<file path="src/rtl/plru_pkg.sv">
package plru_pkg;
    parameter int unsigned WAYS      = 16;
    parameter int unsigned PAIR      = 2;
    localparam int unsigned SECTORS  = WAYS / PAIR;
    localparam int unsigned SECT_W   = $clog2(SECTORS);
    localparam int unsigned WAY_W    = $clog2(WAYS);

    typedef logic [SECT_W-1:0] sect_t;
    typedef logic [WAY_W-1:0]  way_t;

    // order[0] is the oldest sector, order[SECTORS-1] the newest
    typedef struct packed {
        sect_t [SECTORS-1:0]  order;
        logic  [SECTORS-1:0]  last_hi;
    } set_state_t;

    function automatic set_state_t init_state();
        set_state_t s;
        for (int p = 0; p < SECTORS; p++) begin
            s.order[p] = sect_t'(p);
        end
        s.last_hi = '0;
        return s;
    endfunction
endpackage

</file>
<file path="src/rtl/plru_touch.sv">
module plru_touch
    import plru_pkg::*;
(
    input  set_state_t cur,
    input  way_t       way,
    output set_state_t nxt
);
    sect_t sec;
    logic  shifting;

    always_comb begin
        sec      = way[WAY_W-1:1];
        nxt      = cur;
        shifting = 1'b0;
        for (int p = 0; p < SECTORS - 1; p++) begin
            if (cur.order[p] == sec) begin
                shifting = 1'b1;
            end
            if (shifting) begin
                nxt.order[p] = cur.order[p+1];
            end
        end
        nxt.order[SECTORS-1] = sec;
        nxt.last_hi[sec]     = way[0];
    end
endmodule

</file>
<file path="src/rtl/plru_pick.sv">
module plru_pick
    import plru_pkg::*;
(
    input  set_state_t       cur,
    input  logic [WAYS-1:0]  valid,
    output way_t             victim
);
    sect_t oldest;

    always_comb begin
        oldest = cur.order[0];
        victim = {oldest, ~cur.last_hi[oldest]};
        for (int w = WAYS - 1; w >= 0; w--) begin
            if (!valid[w]) begin
                victim = way_t'(w);
            end
        end
    end
endmodule

</file>
<file path="src/rtl/sectored_plru.sv">
module sectored_plru
    import plru_pkg::*;
#(
    parameter int unsigned NUM_SETS = 16,
    localparam int unsigned SET_W   = $clog2(NUM_SETS)
) (
    input  logic               clk,
    input  logic               rst,
    input  logic [SET_W-1:0]   set_idx,
    input  logic               access_valid,
    input  logic [WAY_W-1:0]   access_way,
    input  logic               victim_req,
    input  logic [WAYS-1:0]    way_valid,
    output logic [WAY_W-1:0]   victim_way
);
    typedef struct packed {
        set_state_t [NUM_SETS-1:0] sets;
        way_t                      vic;
    } regs_t;

    regs_t      r_d, r_q;
    set_state_t cur_set;
    set_state_t touched_set;
    way_t       picked_way;

    assign cur_set = r_q.sets[set_idx];

    plru_touch u_touch (
        .cur (cur_set),
        .way (access_way),
        .nxt (touched_set)
    );

    plru_pick u_pick (
        .cur    (cur_set),
        .valid  (way_valid),
        .victim (picked_way)
    );

    always_comb begin
        r_d = r_q;
        if (victim_req) begin
            r_d.vic = picked_way;
        end
        if (access_valid) begin
            r_d.sets[set_idx] = touched_set;
        end
    end

    always_ff @(posedge clk) begin
        if (rst) begin
            for (int s = 0; s < NUM_SETS; s++) begin
                r_q.sets[s] <= init_state();
            end
            r_q.vic <= '0;
        end else begin
            r_q <= r_d;
        end
    end

    assign victim_way = r_q.vic;
endmodule

</file>
<file path="config.mk">
export PLATFORM = sky130hd
export DESIGN_NAME = sectored_plru
export DESIGN_NICKNAME = d
export VERILOG_FILES = /design/src/rtl/plru_pkg.sv /design/src/rtl/plru_touch.sv /design/src/rtl/plru_pick.sv /design/src/rtl/sectored_plru.sv
export SDC_FILE = /design/constraint.sdc
export NUM_CORES = 1
export LEC_CHECK = 0
export BUFFER_PORTS_ARGS = -buffer_cell sky130_fd_sc_hd__buf_2
export CORE_ASPECT_RATIO = 1.75
export CORE_MARGIN = 10
export CORE_UTILIZATION = 60
export CTS_CLUSTER_SIZE = 14
export DETAILED_ROUTE_END_ITERATION = 10
export GPL_TIMING_DRIVEN = 0
export PLACE_DENSITY = 0.76
export SETUP_SLACK_MARGIN = 0.2
export SLEW_MARGIN = 20
export SYNTH_ARGS = -nofsm -noshare
export SYNTH_HDL_FRONTEND = slang
export SYNTH_SLANG_ARGS = --single-unit
</file>
<file path="constraint.sdc">
create_clock -name clk -period 8.5 [get_ports clk]
set_clock_uncertainty 0.05 [all_clocks]
set_input_delay 1.275 -clock clk [delete_from_list [all_inputs] [get_ports clk]]
set_output_delay 1.275 -clock clk [all_outputs]
set_load 0.01 [all_outputs]
</file>
-- Yosys cells after proc, flatten, opt, wreduce, memory -nomap -nowiden
Cells that the tools add are included.
- flip-flop bits (word level): 516
- input bits: 28
- output and inout bits: 4
- word-level logic and storage cells: 200
- $lt $le $gt $ge: 5
- equal/unequal tests: 7
- mux-type cells: 40
- bitwise gates (word level): 1
- reduce and logical (&&, ||, !) cells: 2
- operators with widths (cell ; count):
    $bwmux 512 ; 1
    $bmux 32 s4 ; 1
    $demux 32 s4 ; 1
    $mux 32 ; 2
    $mux 4 ; 16
    $eq 3x3->1 ; 7
    $mux 3 ; 7
    $mux 1 ; 9
    $bwmux 8 ; 1
    $lt 3x4->1 const B ; 2
    $lt 4x5->1 const B ; 1
    $ge 4x1->1 const B ; 1
    $bmux 1 s3 ; 1
    $demux 1 s3 ; 1
    $ge 3x1->1 const B ; 1
    $logic_and 1x1->1 ; 2
    $not 1->1 ; 1

-- Longest topological paths before layout
- word-level depth: 21
- gate-level depth with buffers: 16

-- Cells and area by module
From an unflattened synthesis, not the netlist that was laid out.
- cells, all modules: 2615
- area, all modules: 24474.7 µm²
- modules (own cells, without submodules) (module ; times used ; cells each ; area each (µm²) ; sequential area each (µm²)):
    sectored_plru ; 1 ; 2495 ; 23461.3 ; 10329.9
    plru_touch ; 1 ; 85 ; 770.7 ; 0.0
    plru_pick ; 1 ; 35 ; 242.7 ; 0.0

-- Least setup slack after synthesis
OpenSTA, ideal clock, no wires.
- path type: input port to flip-flop
- start point: input set_idx[0]
- end point: register r_q[158] (netlist name)
- library setup time: 0.129 ns
- arrival: 4.294 ns
- slack: 4.028 ns
- cell stages on the path: 12
- path buffers: 8
- path through: buf_6 buf_8 buf_4 buf_4 buf_6 buf_2 buf_2 mux4_2 mux4_2 mux2i_1 buf_2 a21oi_1
- longest elaborated chain between the ends: 12
- elaborated cells between the ends (all ways): 23
- those cells by class: 2 x order compare; 7 x eq/ne; 13 x mux; 1 x reduce/logical
- RTL lines (what ; RTL line ; text):
    start, declared ; sectored_plru.sv:9 ; input logic [SET_W-1:0] set_idx,
    $bmux 32 s4 ; sectored_plru.sv:26 ; assign cur_set = r_q.sets[set_idx];
    $mux 32 (implied by the code) ; sectored_plru.sv:26 ;
    $eq 3x3->1 ; plru_touch.sv:16 ; if (cur.order[p] == sec) begin
    $mux 1 (7 in a row) ; plru_touch.sv:16 ;
    $mux 3 ; plru_touch.sv:19 ; if (shifting) begin
    $bwmux 512 (*) ; sectored_plru.sv:46 ; r_d.sets[set_idx] = touched_set;
    end signal, assigned ; sectored_plru.sv:57 ; r_q <= r_d;
    end, declared ; sectored_plru.sv:21 ; regs_t r_d, r_q;
Mark *: on every way between the ends. The rest lies on a longest branch, timed or not. The select of a mux whose other input is x is not followed.
A chain may end at the register's enable or synchronous reset.

-- Final worst setup path
- start point: input set_idx[1]
- end point: register r_q[357] (netlist name)
- longest elaborated chain between the ends: 5
- elaborated cells between the ends (all ways): 9
- those cells by class: 2 x order compare; 6 x mux; 1 x reduce/logical
- RTL lines (what ; RTL line):
    $lt 4x5->1 (implied by the code) / $ge 4x1->1 (equally long branches) ; sectored_plru.sv:46
    $logic_and 1x1->1 (implied by the code) ; sectored_plru.sv:46
    $mux 32 (implied by the code) ; sectored_plru.sv:46
    $demux 32 s4 ; sectored_plru.sv:46
    $bwmux 512 (*) ; sectored_plru.sv:46
Marked as above.

==> impl_metrics.yaml <==
run_status:
  outcome: "finished clean"
sta:
  rsz0062_at_grt: "false"
  maxSlewHeadroom_pct: 24.45
  tightest_slew_ns: 1.133
  min_period_ns: 6.284
  setup_viol: 0
  max_freq_ghz: 0.1591
  tns_ns: 0
  finalHoldViolations: 0
  post-route-period-util_pct: 73.93
  slew_violations: 0
yosys:
  synth_simple_gate_area_share_pct: 13.40
  synth_flop_cell: "dfxtp_1"
  synthArstFlopShare_pct: 0
  synth_compound_area_share_pct: 18.17
  synth_area_leaders: "dfxtp_1 (46%), mux4_2 (13%), a211oi_1 (7.6%), nor2_1 (5.0%), nand2_1 (4.1%)"
  synth.distinct_cells: 58
  syn-instance-count: 2335
  synth_common_cells: "dfxtp_1 (516), nor2_1 (300), nand2_1 (246)"
  synth_adder_area_share_pct: 0
  synth-seq-cells: 516
  synth_top_area_share_pct: 46.19
  synth.mux.area_fraction_pct: 16.34
  synth_most_common_cell: "dfxtp_1"
  synth.largest_area_cell: "dfxtp_1"
  synth_xor_area_share_pct: 0.8616
  syn_nets: 2363
  synth_area_sq_um: 22360
  syn_area_per_cell_sq_um: 9.578
  ys_seq_area_share_pct: 46.19
  ys.warnings.count: 0
  synth_edf_count: 0
  synth_top_family_by_area: "compound AO/OA/AOI/OAI gates"
drt:
  drt_iter0_markers: 2609
  drt-pass1-iter-count: 8
  final_antenna_net_count: 0
  avgViaCountPerCell: 7.051
  via_count: 20569
  drc: 0
  wl_mm: 89.64
  avgRoutedWirePerCell_microns: 30.73
global_route:
  antenna_found_initial: 4
  grt_max_degree: 15
  grt_pass1_vias: 20666
  grt-ovfl-total: 0
  grt_util_all_layers_pct: 37.71
  grt_pass1_wl_mm: 130.5
clock_network:
  cts.repair.resized: 0
  cts-root-buf: "clkbuf_16"
  numCtsBuffers: 46
  clk_pin_slew_ns: 0.06
  clockBufferDepth: 3
  hold_buffers: 0
  clock_sinks: 516
  post-cts-setup-buffers: 0
  htree_num_levels: 2
  clkLatencyLatePin_ns: 0.59
  cts_tree: "done"
finish:
  final_cells: 2917
  fin_util_pct: 66.79
  fin_area_sq_um: 24640
  syn_to_final_growth_pct: 10.16
  drive_above_1_share_pct: 12.10
  nets: 2437
floorplanning:
  num_io_pins: 32
  coreArea_sq_um: 36890
  initial_core_util_pct: 60.63
  die-area_sq_um: 45700
  fp-row-count: 93
  chipHeight_microns: 275.4
  chipWidth_microns: 165.9
setup_path:
  r2r_end: "r_q[186]$_SDFFE_PP1P_"
  reg2regPathDepth: 12
  required_ns: 8.87
  cp-end-kind: "register"
  critPathArrivalTime_ns: 6.65
  r2r_setup_slack_ns: 4.09
  path_class: "input pin to register"
  r2r_start: "r_q[301]$_SDFFE_PP0P_"
  start_kind: "input pin"
  worst-path-max-fanout: 10
flow_run:
  max_cap_viol_count: 0
min_path:
  holdPathStages: 2
  hold_path.startpoint: "r_q[340]$_SDFFE_PP0P_"
  holdPathEnd: "r_q[340]$_SDFFE_PP0P_"
  hp-class: "register to register"
pwr:
  power_density_nw_per_um2: 214.1
  seqPwrFrac_pct: 47.3
  switching_share_pct: 26.76
  peakVddDrop_uv: 184.1
  cell_internal_pwr_mw: 3.863
  p_total_mw: 5.274
  power_frac_comb_pct: 11.3
  power_switching_mw: 1.411
  p_clk_share_pct: 41.4
  p_leak_nw: 8.896
placement:
  placed_cells: 2836
  portBuffers: 26
  place.detailed.hpwl_mm: 64.25
  placed_cell_area_sq_um: 23100
  place_congestion: 1.053
-- power groups by stage --
stage	Combinational (mW)	Clock [mW]	Sequential (mW)
after floorplan	0.368	0	2.54
after global placement	0.559	0	2.54
after detailed placement	0.569	0	2.55
after CTS	0.572	2.15	2.49
after global routing	0.617	2.25	2.50
final	0.596	2.18	2.49
-- layout by cell type, fill, tap and decap left out, types with 3 or more instances in the layout --
| master | Yosys | layout |
|---|---|---|
| a211oi_1 | 226 | 226 |
| a21oi_1 | 157 | 157 |
| a221oi_1 | 6 | 6 |
| a22o_1 | 3 | 3 |
| a22oi_1 | 11 | 11 |
| and2_1 | 4 | 4 |
| and3_1 | 21 | 21 |
| buf_1 | 8 | 8 |
| buf_2 | 28 | 54 |
| buf_4 | 14 | 14 |
| buf_6 | 8 | 8 |
| bufinv_16 | 0 | 3 |
| clkbuf_1 | 173 | 184 |
| clkbuf_16 | 0 | 49 |
| clkbuf_8 | 0 | 10 |
| clkinv_1 | 3 | 3 |
| clkinv_2 | 0 | 5 |
| dfxtp_1 | 516 | 516 |
| diode_2 | 0 | 3 |
| inv_1 | 8 | 8 |
| mux2_2 | 10 | 10 |
| mux2i_1 | 68 | 68 |
| mux4_2 | 126 | 126 |
| nand2_1 | 246 | 246 |
| nand2b_1 | 7 | 7 |
| nand3_1 | 52 | 52 |
| nand4_1 | 6 | 6 |
| nor2_1 | 300 | 300 |
| nor2b_1 | 7 | 7 |
| nor3_1 | 59 | 55 |
| nor3_2 | 1 | 5 |
| o211ai_1 | 81 | 81 |
| o21ai_0 | 112 | 112 |
| o21ai_1 | 11 | 11 |
| or3_1 | 3 | 3 |
| xnor2_1 | 16 | 16 |
| xor2_1 | 6 | 6 |
-- layer usage --
metal	share of wire, %	up-vias	GRT usage, %
met5	0	-	0
met4	12	0	37.77
met3	9.8	550	8.872
met2	47	1438	62.29
met1	32	9933	38.18
li1	-	8648	-
-- how the worst max path moves through the flow --
stage,from,endpoint,depth (start not counted)
after floorplan,set_idx[0],r_q[158]$_SDFFE_PP0P_,12
after CTS,set_idx[1],r_q[265]$_SDFFE_PP0P_,12
after detailed placement,set_idx[1],r_q[265]$_SDFFE_PP0P_,12
after global placement,set_idx[1],r_q[361]$_SDFFE_PP0P_,12
final,set_idx[1],r_q[357]$_SDFFE_PP0P_,12
after global routing,set_idx[1],r_q[265]$_SDFFE_PP0P_,12
-- flip-flops by register name, summed over array words and instances (netlist names) --
signal      flops
victim_way      4
r_q           512
-- worst max-delay path: stages --
cell and delay (ns):
buf_2 0.20, buf_4 0.25, buf_4 0.32, buf_2 0.41, buf_4 0.36, buf_2 0.53
buf_1 0.90, mux4_2 0.48, mux4_2 0.58, mux2i_1 0.64, clkbuf_1 0.50, a211oi_1 0.15
-- cell families after synthesis --
family	count (synthesis)
DFF	516
buffers and inverters	246
xor gates and xnor gates	22
muxes	206
and+or+nand+nor	717
AOI/OAI and AO/OA	628
-- final cells by class --
| class | instances | area (sq um) |
|---|---|---|
| Multi-Input combinational cell | 1573 | 10930 |
| Buffer | 235 | 1085 |
| Tap cell | 475 | 594.3 |
| Clock inverter | 8 | 115.1 |
| Fill cell | 3033 | 12250 |
| Inverter | 11 | 41.29 |
| Sequential cell | 516 | 10330 |
| Timing Repair Buffer | 26 | 130.1 |
| Clock buffer | 70 | 1405 |
| Antenna cell | 3 | 7.507 |
-- metrics by stage --
stage / hold WS [ns] / setup WS (ns)
after global placement: 0.3887 / 1.899
after floorplan: 0.3831 / 4.028
final: 0.4073 / 2.216
after CTS: 0.4029 / 2.437
after detailed placement: 0.3950 / 1.854
after global routing: 0.4293 / 2.211
No activity file was read; power rests on OpenSTA's default activity.
